$ cat config.mk
export PLATFORM = sky130hd
export DESIGN_NAME = lookaside_rd_arb
export DESIGN_NICKNAME = d
export VERILOG_FILES = /design/src/rtl/lar_pkg.sv /design/src/rtl/lar_ctrl.sv /design/src/rtl/lar_fill.sv /design/src/rtl/lar_sat_cnt.sv /design/src/rtl/lookaside_rd_arb.sv
export SDC_FILE = /design/constraint.sdc
export NUM_CORES = 1
export LEC_CHECK = 0
export BUFFER_PORTS_ARGS = -buffer_cell sky130_fd_sc_hd__buf_4
export CORE_MARGIN = 3
export CORE_UTILIZATION = 44
export CTS_CLUSTER_SIZE = 16
export DETAILED_ROUTE_END_ITERATION = 10
export PLACE_DENSITY_LB_ADDON = 0.1
export SYNTH_ARGS = -nofsm -noshare
export SYNTH_HDL_FRONTEND = slang
export SYNTH_SLANG_ARGS = --single-unit
$ cat constraint.sdc
create_clock -name clk -period 1.8 [get_ports clk]
set_input_delay 0.54 -clock clk [delete_from_list [all_inputs] [get_ports clk]]
set_output_delay 0.54 -clock clk [all_outputs]
set_load 0.02 [all_outputs]
$ cat src/rtl/lar_pkg.sv
package lar_pkg;
  typedef enum logic [1:0] {
    LAR_IDLE = 2'd0,
    LAR_LOOK = 2'd1,
    LAR_WAIT = 2'd2,
    LAR_RESP = 2'd3
  } lar_state_e;

  localparam int unsigned LAR_NUM_CNT = 2;
  localparam int unsigned LAR_CNT_HIT = 0;
  localparam int unsigned LAR_CNT_MISS = 1;
endpackage

$ cat src/rtl/lar_ctrl.sv
module lar_ctrl
  import lar_pkg::*;
#(
  parameter int AW = 16,
  parameter int DW = 32
) (
  input  logic          clk,
  input  logic          rst_n,
  input  logic          req_valid,
  output logic          req_ready,
  input  logic [AW-1:0] req_addr,
  output logic          rsp_valid,
  input  logic          rsp_ready,
  output logic [DW-1:0] rsp_data,
  output logic          issue,
  output logic          issue_tag,
  input  logic          lk_hit,
  input  logic [DW-1:0] lk_data,
  output logic          abort,
  input  logic          mem_rvalid,
  input  logic          mem_rtag,
  input  logic [DW-1:0] mem_rdata,
  output logic          cap,
  output logic [AW-1:0] cur_addr,
  output logic          hit_evt,
  output logic          miss_evt
);
  lar_state_e    state_q, state_d;
  logic [AW-1:0] addr_q;
  logic [DW-1:0] data_q, data_d;
  logic          tag_q;
  logic          accept;
  logic          tag_match;

  assign req_ready = (state_q == LAR_IDLE);
  assign accept    = req_valid && req_ready;
  assign issue     = accept;
  assign issue_tag = ~tag_q;
  assign tag_match = mem_rvalid && (mem_rtag == tag_q);
  assign rsp_valid = (state_q == LAR_RESP);
  assign rsp_data  = data_q;
  assign cur_addr  = addr_q;

  always_comb begin
    state_d  = state_q;
    data_d   = data_q;
    abort    = 1'b0;
    cap      = 1'b0;
    hit_evt  = 1'b0;
    miss_evt = 1'b0;
    unique case (state_q)
      LAR_IDLE: if (accept) state_d = LAR_LOOK;
      LAR_LOOK: begin
        if (lk_hit) begin
          abort   = 1'b1;
          hit_evt = 1'b1;
          data_d  = lk_data;
          state_d = LAR_RESP;
        end else begin
          miss_evt = 1'b1;
          if (tag_match) begin
            cap     = 1'b1;
            data_d  = mem_rdata;
            state_d = LAR_RESP;
          end else begin
            state_d = LAR_WAIT;
          end
        end
      end
      LAR_WAIT: begin
        if (tag_match) begin
          cap     = 1'b1;
          data_d  = mem_rdata;
          state_d = LAR_RESP;
        end
      end
      LAR_RESP: if (rsp_ready) state_d = LAR_IDLE;
      default:  state_d = LAR_IDLE;
    endcase
  end

  always_ff @(posedge clk) begin
    if (!rst_n) begin
      state_q <= LAR_IDLE;
      addr_q  <= '0;
      data_q  <= '0;
      tag_q   <= 1'b1;
    end else begin
      state_q <= state_d;
      data_q  <= data_d;
      if (accept) begin
        addr_q <= req_addr;
        tag_q  <= ~tag_q;
      end
    end
  end

  // a stalled response keeps its data
  p_rsp_hold_r8: assert property (@(posedge clk) disable iff (!rst_n)
    (rsp_valid && !rsp_ready) |=> (rsp_valid && $stable(rsp_data)));

  // no second acceptance right after one
  p_single_outstanding_r7: assert property (@(posedge clk) disable iff (!rst_n)
    (req_valid && req_ready) |=> !req_ready);

  // capture of memory data never coincides with a hit outcome
  p_no_cap_on_hit_r3: assert property (@(posedge clk) disable iff (!rst_n)
    cap |-> !lk_hit || (state_q == LAR_WAIT));
endmodule

$ cat src/rtl/lar_fill.sv
module lar_fill #(
  parameter int AW = 16,
  parameter int DW = 32
) (
  input  logic          clk,
  input  logic          rst_n,
  input  logic          cap,
  input  logic [AW-1:0] cap_addr,
  input  logic [DW-1:0] cap_data,
  output logic          fill_valid,
  output logic [AW-1:0] fill_addr,
  output logic [DW-1:0] fill_data
);
  always_ff @(posedge clk) begin
    if (!rst_n) begin
      fill_valid <= 1'b0;
      fill_addr  <= '0;
      fill_data  <= '0;
    end else begin
      fill_valid <= cap;
      if (cap) begin
        fill_addr <= cap_addr;
        fill_data <= cap_data;
      end
    end
  end

  // a fill is a single-cycle pulse
  p_fill_pulse_r4: assert property (@(posedge clk) disable iff (!rst_n)
    fill_valid |=> !fill_valid);
endmodule

$ cat src/rtl/lar_sat_cnt.sv
module lar_sat_cnt #(
  parameter int W = 16
) (
  input  logic         clk,
  input  logic         rst_n,
  input  logic         clr,
  input  logic         inc,
  output logic [W-1:0] q
);
  localparam logic [W-1:0] MAX = {W{1'b1}};

  always_ff @(posedge clk) begin
    if (!rst_n)                 q <= '0;
    else if (clr)               q <= '0;
    else if (inc && (q != MAX)) q <= q + 1'b1;
  end

  // clear wins and zeroes the count
  p_clear_zero_r10: assert property (@(posedge clk) disable iff (!rst_n)
    clr |=> (q == '0));

  // a full counter stays full unless cleared
  p_saturate_r9: assert property (@(posedge clk) disable iff (!rst_n)
    (q == MAX && !clr) |=> (q == MAX));
endmodule

$ cat src/rtl/lookaside_rd_arb.sv
module lookaside_rd_arb
  import lar_pkg::*;
#(
  parameter int AW    = 16,
  parameter int DW    = 32,
  parameter int CNT_W = 16
) (
  input  logic             clk,
  input  logic             rst_n,
  input  logic             req_valid,
  output logic             req_ready,
  input  logic [AW-1:0]    req_addr,
  output logic             rsp_valid,
  input  logic             rsp_ready,
  output logic [DW-1:0]    rsp_data,
  output logic             lk_valid,
  output logic [AW-1:0]    lk_addr,
  input  logic             lk_hit,
  input  logic [DW-1:0]    lk_data,
  output logic             mem_req,
  output logic [AW-1:0]    mem_addr,
  output logic             mem_tag,
  output logic             mem_abort,
  input  logic             mem_rvalid,
  input  logic             mem_rtag,
  input  logic [DW-1:0]    mem_rdata,
  output logic             fill_valid,
  output logic [AW-1:0]    fill_addr,
  output logic [DW-1:0]    fill_data,
  input  logic             cnt_clear,
  output logic [CNT_W-1:0] hit_count,
  output logic [CNT_W-1:0] miss_count
);
  logic                              issue;
  logic                              cap;
  logic [AW-1:0]                     cur_addr;
  logic                              hit_evt, miss_evt;
  logic [LAR_NUM_CNT-1:0]            cnt_inc;
  logic [LAR_NUM_CNT-1:0][CNT_W-1:0] cnt_val;

  lar_ctrl #(.AW(AW), .DW(DW)) u_ctrl (
    .clk        (clk),
    .rst_n      (rst_n),
    .req_valid  (req_valid),
    .req_ready  (req_ready),
    .req_addr   (req_addr),
    .rsp_valid  (rsp_valid),
    .rsp_ready  (rsp_ready),
    .rsp_data   (rsp_data),
    .issue      (issue),
    .issue_tag  (mem_tag),
    .lk_hit     (lk_hit),
    .lk_data    (lk_data),
    .abort      (mem_abort),
    .mem_rvalid (mem_rvalid),
    .mem_rtag   (mem_rtag),
    .mem_rdata  (mem_rdata),
    .cap        (cap),
    .cur_addr   (cur_addr),
    .hit_evt    (hit_evt),
    .miss_evt   (miss_evt)
  );

  assign lk_valid = issue;
  assign lk_addr  = req_addr;
  assign mem_req  = issue;
  assign mem_addr = req_addr;

  lar_fill #(.AW(AW), .DW(DW)) u_fill (
    .clk        (clk),
    .rst_n      (rst_n),
    .cap        (cap),
    .cap_addr   (cur_addr),
    .cap_data   (mem_rdata),
    .fill_valid (fill_valid),
    .fill_addr  (fill_addr),
    .fill_data  (fill_data)
  );

  assign cnt_inc[LAR_CNT_HIT]  = hit_evt;
  assign cnt_inc[LAR_CNT_MISS] = miss_evt;

  for (genvar g = 0; g < LAR_NUM_CNT; g++) begin : g_cnt
    lar_sat_cnt #(.W(CNT_W)) u_cnt (
      .clk   (clk),
      .rst_n (rst_n),
      .clr   (cnt_clear),
      .inc   (cnt_inc[g]),
      .q     (cnt_val[g])
    );
  end

  assign hit_count  = cnt_val[LAR_CNT_HIT];
  assign miss_count = cnt_val[LAR_CNT_MISS];

  // an abort only follows a request by exactly one cycle
  p_abort_after_req_r2: assert property (@(posedge clk) disable iff (!rst_n)
    mem_abort |-> $past(mem_req));

  // lookup and memory strobes are single-cycle
  p_issue_pulse_r1: assert property (@(posedge clk) disable iff (!rst_n)
    mem_req |=> (!mem_req && !lk_valid));

  // an aborted request never produces a fill
  p_no_fill_after_abort_r5: assert property (@(posedge clk) disable iff (!rst_n)
    mem_abort |=> !fill_valid);
endmodule

==> results.txt, run 1 <==
* Outcome: finished, violations left
- The checks that failed: negative setup slack.
- Fraction of the yosys area taken by sequential cells: 0.4540
- In the final layout, the share of cells above drive strength 1 is 0.4569.
- In this run the number of H-tree levels came out at 4.
* Full die area: 0.01464 mm2
* Post-synthesis instance total: 692
* Via count normalized by instance count: 5.312
- Of the available clock period, the critical path in the final layout requires 1.035.
- Data on the critical path is required at its endpoint by 1.26 ns.
- Synthesized Nets: 787
- The min-delay analysis places its worst path in the category primary input to flop.
- The layout has 1014 filler cells.
- Pre-Repair DR Iteration Count: 4
- The startpoint identified for the worst hold timing path is rst_n.
* Initial antenna violation count: 0
- After routing the design area is 0.009075 mm2.
- The total overflow left after global routing is 0.
- In this run the standard cell core region covers 0.01277 mm2.
- Yosys instantiated no cell more often than nand2_1.
* Max FO, Critical Path: 3
* RD Place Congestion: 0.8461
* Worst hold path depth: 2
* Layout-stage area growth over the synthesis result: 55.91%
- Master cell of the clock root buffer: clkbuf_16
- Crit path from: u_ctrl.state_q[1]
- Top cells by instance count after synthesis: 151 x nand2_1, 132 x dfxtp_1, 121 x a21oi_1, 35 x a211oi_1
* Type of the worst setup path: flop to output pin
- Leakage power total: 3.765 nW
* CTS tree: yes
- Routed WL per cell: 16.49 um
- The initial utilization of the core area, before any placement, comes to 0.4557.
* Flip-flop cell with the highest count after synthesis: dfxtp_1
- Clock Skew: 0.006502 ns
- The clock reaches the later pin of the worst-skew pair after 0.41 ns.
- 0 antenna diodes ended up in the layout.
- Across every metal layer, demand over resource in global routing totals 0.2397.
* Max-slew violation count: 0
* Number of global-route vias before repair: 5824
* Pin count of the biggest net entering global routing: 52
- Yosys attributes the largest share of cell area to dfxtp_1 45%, a21oi_1 10%, nand2_1 9.7%, mux2i_1 5.8%, a211oi_1 4.5%.
- The synthesized design contains 132 register bits.
- Crit end category: output pin
- Register-to-Register Setup Slack: -0.05 ns
- Number of enable flip-flop cells after synthesis: 0
- Final Hold Vio Count: 0
- DRT Wirelength: 18540 um
- 239 I/O pins were placed.
- Detailed placement finished with a half-perimeter wire length of 12800 um.
- After clock tree synthesis, the clock-pin slew on the worst setup and hold paths is 0.05 ns.
- The number of different library cells used by synthesis comes to 51.
* Sort of element at the start of the critical path: flop
* Overall die width: 121.0 um
- Syn. warnings: 0
- Derived from the worst setup path, the maximum achievable clock frequency is 536.5 MHz.
- For this design the ratio of total power to cell area is 1299 mW/mm2.
- Clock tree synthesis inserted a total of 17 buffers.
* Row count: 41
- Wire length of the first global-routing pass: 28450 um
- Setup ws final: -0.06379 ns
- After synthesis, the share of flip-flops with an asynchronous set or reset is 0.
- In this run the tightest slew margin relative to its limit is 0.6963.
- Worst vdd ir: 0.0006778 V
* Largest area contributor in the netlist: dfxtp_1
* Average cell area after synthesis: 8.411 um2
- Detail Route Antenna Nets: 0
* Number of placed instances with taps included: 1076
* Min Hold Slack: 0.3371 ns
- Setup violations remaining at the end of the flow were counted as 41.
- # Max-Cap Violations: 0
- Starting DRC count in detailed routing: 398
* Total vias in the final route: 5971
- Area after detailed placement: 0.007943 mm2
* Final worst path period need: 1.864 ns
- Longest Clk Path Bufs: 2
- For the pin with the worst max-slew slack, the measured transition is 0.4556 ns.
- CTS saw 132 sinks.
- Worst path arrival time: 1.32 ns
* Hold buffer count at CTS: 0
- Total number of nets in the final design: 1034
- Reg-to-reg startpoint: u_ctrl.state_q[1]
- After layout, the design draws a total of 11.79 mW.
- Top-area cell type share of the netlist area: 0.4540
- The synthesized netlist occupies a cell area of 0.005821 mm2.
- Worst Reg-to-Reg Cells: 7
- In the routed design, unresolved DRC markers number 0.
- Unrepaired setup endpoints after global routing: yes
- The finished layout holds 1124 standard cells, fillers aside.
- Buffers added on ports: 238
- In this run the vertical extent of the chip is 121.0 um.
-- flip-flops by register name (all words and copies together), names as in the netlist --
signal and cells:
g_cnt.u_cnt.q 32, u_ctrl.rsp_data 32, u_fill.fill_data 32, u_ctrl.cur_addr 16, u_fill.fill_addr 16, u_ctrl.state_q 2, u_ctrl.tag_q 1, u_fill.fill_valid 1
-- critical path, stage by stage (launching register included) --
cell	delay (ns)
dfxtp_2	0.33
inv_2	0.05
buf_6	0.12
ha_4	0.17
nand2_4	0.07
clkinv_4	0.06
buf_6	0.12
-- through the flow --
stage / TNS (ns) / worst slack (ns) / util
after floorplan: -0.03914 / -0.03482 / -
after global placement: -0.8956 / -0.1382 / 0.6218
after detailed placement: -1.682 / -0.2114 / 0.6218
after CTS: -1.136 / -0.1002 / 0.6793
after global routing: -5.388 / -0.1334 / 0.7105
final: -1.042 / -0.06379 / 0.7105
-- cell usage in the layout, fill, tap and decap left out, types with 7 or more instances in the layout --
master     synthesis  final
buf_4             34    288
or4_1             16     13
clkbuf_16          0     21
a21oi_1          121     89
inv_1             10      7
buf_12             0     11
o31ai_1           12     11
nand2_2            0     19
o21ai_0            9      8
dfxtp_1          132    120
a211oi_1          35     35
nand2_1          151    131
a21oi_2            0     32
nand3_1           11      8
mux2i_1           34     34
dfxtp_2            0     10
nand4_1            9      9
-- logic make-up after synthesis --
group / Yosys count / share of synthesized area
fa+ha+maj: 7 / 0.01505
mux: 34 / 0.05847
flops: 132 / 0.4540
simple gates: 228 / 0.1851
xor+xnor: 2 / 0.003010
buf+inv: 93 / 0.08491
compound gates: 196 / 0.1995
-- metal layers --
metal  global-route usage  share of wire  up-vias
met5                    0              0        -
met4              0.07649          0.016        0
met3              0.06620          0.061       20
met2               0.4251           0.53      171
met1               0.2789           0.40     2857
li1                     -              -     2923
-- path summary, 6_finish.rpt --
check,to
worst max-delay path,mem_req
worst min-delay path,u_ctrl.tag_q
worst max register to register,g_cnt[1].u_cnt.q[13]
worst min register to register,u_fill.fill_addr[15]
-- power by group --
group	internal (mW)	leakage [nW]	switching (mW)
logic	2.03	2.40	2.53
clock network	2.24	0.283	1.23
registers	3.45	1.08	0.310
total	7.72	3.77	4.07
-- timing repair --
item                                    in CTS  in global routing
setup buffers                                6                  5
pin swaps                                   37                 34
endpoints found under the setup margin      12                 73
cloned                                       0                  6
resized for setup                           26                 66
hold endpoints to repair                     0                  0
-- area by class of cell --
class | instances | area (um2) | share of cell area
Multi-Input combinational cell | 467 | 2999 | 0.3305
Sequential cell | 132 | 2663 | 0.2934
Timing Repair Buffer | 309 | 2550 | 0.2810
Clock buffer | 23 | 467.9 | 0.05156
Inverter | 12 | 52.55 | 0.005791
Clock inverter | 9 | 127.6 | 0.01406
Tap cell | 172 | 215.2 | 0.02371
No activity file was read; power rests on OpenSTA's default activity.
==> inputs of run 2 (changes only) <==
CAP_MARGIN = 20   (was not set)
MAX_ROUTING_LAYER = met4   (was not set)
==> run 2 against run 1 <==
The flow still finishes with violations (negative setup slack). Sequential share of layout area barely moved. Die area stayed put. Non-clock buffer count is the same. Via count increased by 0.60%. Utilization down 0.069 points. Total power hardly changed. Combinational power about the same. Sequential power about the same. Critical path type unchanged. Largest power group unchanged.
==> results.txt, run 2 (synthesis gave the netlist of run 1 again) <==
- Outcome: finished, violations left (unchanged)
- Failing checks: negative setup slack (unchanged)
- The ratio of final minimum period to clock period is 1.034 (was 1.035).
* Total vias in the final route: 6007 (was 5971)
* Max Clock Freq: 537.1 MHz (was 536.5 MHz)
* HPWL reported at the end of detailed placement: 12800 um (unchanged)
* Longest Clk Path Bufs: 2 (unchanged)
- The final count of pins violating max slew is 0 (unchanged).
- The initial cell density of the core came to 0.4557 (unchanged).
- The type of the tightest min-delay check is primary input to flop (unchanged).
- Unrepaired setup endpoints after global routing: yes (unchanged).
- Reg clk slew, reported paths: 0.05 ns (about the same)
* # Max-Cap Violations: 0 (unchanged)
* Final Hold Vio Count: 0 (unchanged)
- The setup slack after placement came to -0.2114 ns (unchanged).
- Max_slew headroom: 0.7105 (was 0.6963)
- The required time at the endpoint of the critical path is 1.26 ns (about the same).
- The global-route usage over all layers is 0.2458 (was 0.2397).
- The post-place instance area was 0.007943 mm2 (unchanged).
- Worst vdd ir: 0.0006720 V (was 0.0006778 V)
- Largest stage delay on the critical path: 0.33 ns (about the same)
* Worst setup path endpoint: mem_req (unchanged)
- Total global routing overflow: 0 (unchanged)
- The placeable core area came to 0.01277 mm2 (unchanged).
* Number of sinks driven by the clock tree: 132 (unchanged)
- Number of global-route vias before repair: 5828 (was 5824)
* Crit end category: output pin (unchanged)
* Via count normalized by instance count: 5.344 (was 5.312)
- Detail Route Antenna Nets: 0 (unchanged)
* Master cell of the clock root buffer: clkbuf_16 (unchanged)
- The number of I/O port buffers was 238 (unchanged).
- Most used cells in the layout excluding fill and tap cells: 288 x buf_4, 131 x nand2_1, 120 x dfxtp_1 (unchanged).
- The die width came to 121.0 um (unchanged).
- The number of cells on the critical path is 6 (unchanged).
- Remaining design rule violation count: 0 (unchanged)
- Pin slew with the least headroom to its limit: 0.4343 ns (was 0.4556 ns)
* Pin count of the biggest net entering global routing: 52 (unchanged)
- The worst reg2reg path depth was 7 (unchanged).
- Worst path cell trace: inv_2 -> buf_6 -> ha_4 -> nand2_4 -> clkinv_4 -> buf_6 (unchanged).
- Power density cells: 1299 mW/mm2 (about the same)
- Worst path arrival time: 1.32 ns (about the same)
- The final core area utilization came to 0.7098 (was 0.7105).
* Register-to-Register Setup Slack: -0.05 ns (about the same)
- Proportion of layout cells with a drive suffix above 1: 0.4559 (was 0.4569)
- The most frequent standard cell in the layout excluding fill and tap cells is buf_4 (unchanged).
* Routed WL per cell: 16.51 um (was 16.49 um)
- The number of buffers and inverters on the critical path was 4 (unchanged).
- Wire length of the first global-routing pass: 28420 um (was 28450 um)
* Full die area: 0.01464 mm2 (unchanged)
- The total chip power is 11.78 mW (was 11.79 mW).
* Pre-Repair DR Iteration Count: 4 (unchanged)
- The worst setup slack after layout is -0.06185 ns (was -0.06379 ns).
- DRT Wirelength: 18560 um (was 18540 um)
* Layout-stage area growth over the synthesis result: 55.76% (was 55.91%)
* Top-level I/O count: 239 (unchanged)
- Clock latency on the worst-skew pair: 0.41 ns (about the same)
- Inserted Diodes: 0 (unchanged)
- Crit path from: u_ctrl.state_q[1] (unchanged)
* Starting DRC count in detailed routing: 449 (was 398)
- Type of the worst setup path: flop to output pin (unchanged)
- Max FO, Critical Path: 3 (unchanged)
* Number of H-tree levels: 4 (unchanged)
- Final count of negative-setup-slack endpoints: 44 (was 41)
- The hold-fix buffer count after cts is 0 (unchanged).
* Worst hold path depth: 2 (unchanged)
- Final Cell Area: 0.009066 mm2 (was 0.009075 mm2)
- The setup total negative slack was -0.9378 ns (was -1.042 ns).
* Worst r2r dst: g_cnt[1].u_cnt.q[13] (unchanged)
* Top delay family on crit path: buffers and inverters (unchanged)
- Initial antenna violation count: 0 (unchanged)
- The clock tree from TritonCTS was yes (unchanged).
* Cell with the largest stage delay on the worst path: dfxtp_2 (unchanged)
* Number of buffers added by the clock tree synthesis step: 17 (unchanged)
- The largest clock skew in the final design came to 0.008835 ns (was 0.006502 ns).
* RD Place Congestion: 0.8593 (was 0.8461)
- The worst reg2reg path startpoint was u_ctrl.state_q[1] (unchanged).
- Sort of element at the start of the critical path: flop (unchanged)
- Vert. Die Dim: 121.0 um (unchanged)
* Row count: 41 (unchanged)
- The library cell appearing most often on the critical path is buf_6 (unchanged).
* Leakage power total: 3.765 nW (about the same)
- The post-layout net count is 1034 (unchanged).
* Final worst path period need: 1.862 ns (was 1.864 ns)
==> run 2: worst register-to-register path: stages (launching register included) <==
cell,delay [ns]
dfxtp_2,0.32
inv_2,0.08
ha_4,0.15
buf_4,0.12
nand2b_4,0.05
or4b_4,0.50
or4_4,0.43
a21oi_2,0.14
==> run 2: report_power, final <==
group	total (mW)	internal [mW]	switching, mW
combinational	4.55	2.03	2.52
sequential	3.76	3.45	0.306
clock	3.47	2.25	1.23
==> run 2: area by class of cell <==
| class | instances | area, um2 |
|---|---|---|
| clock buffer | 23 | 467.9 |
| clock inverter | 9 | 127.6 |
| fill | 1007 | 3707 |
| inverter | 12 | 52.55 |
| multi-input combinational | 467 | 2995 |
| sequential | 132 | 2663 |
| tap | 172 | 215.2 |
| timing repair buffer | 309 | 2545 |
==> run 2: routing by layer <==
metal  GRT usage  part of all wire
met2      0.4255              0.53
met5           -                 0
met4     0.07649             0.012
met3     0.05734             0.053
met1      0.2827              0.40
==> run 2: worst min path at each step <==
stage                              from                    to
detailed placement  u_ctrl.cur_addr[14]  u_fill.fill_addr[14]
floorplan            u_ctrl.cur_addr[0]   u_fill.fill_addr[0]
global placement    u_ctrl.cur_addr[10]  u_fill.fill_addr[10]
CTS                               rst_n          u_ctrl.tag_q
finish                            rst_n          u_ctrl.tag_q
global route                      rst_n          u_ctrl.tag_q
==> run 2: timing repair <==
item                       4_1_cts  5_1_grt
gates resized for setup         26       64
setup buffers                    6        5
cloned                           0        6
setup endpoints to repair       12       73
pin swaps                       37       31
==> run 2: per-stage QoR <==
| step | hold WS [ns] | cells |
|---|---|---|
| final | 0.3396 | 1124 |
| after CTS | 0.3173 | 1114 |
| after floorplan | 0.4321 | 692 |
| after detailed placement | 0.4449 | 1076 |
| after global routing | 0.3199 | 1124 |
| after global placement | 0.4367 | 1076 |
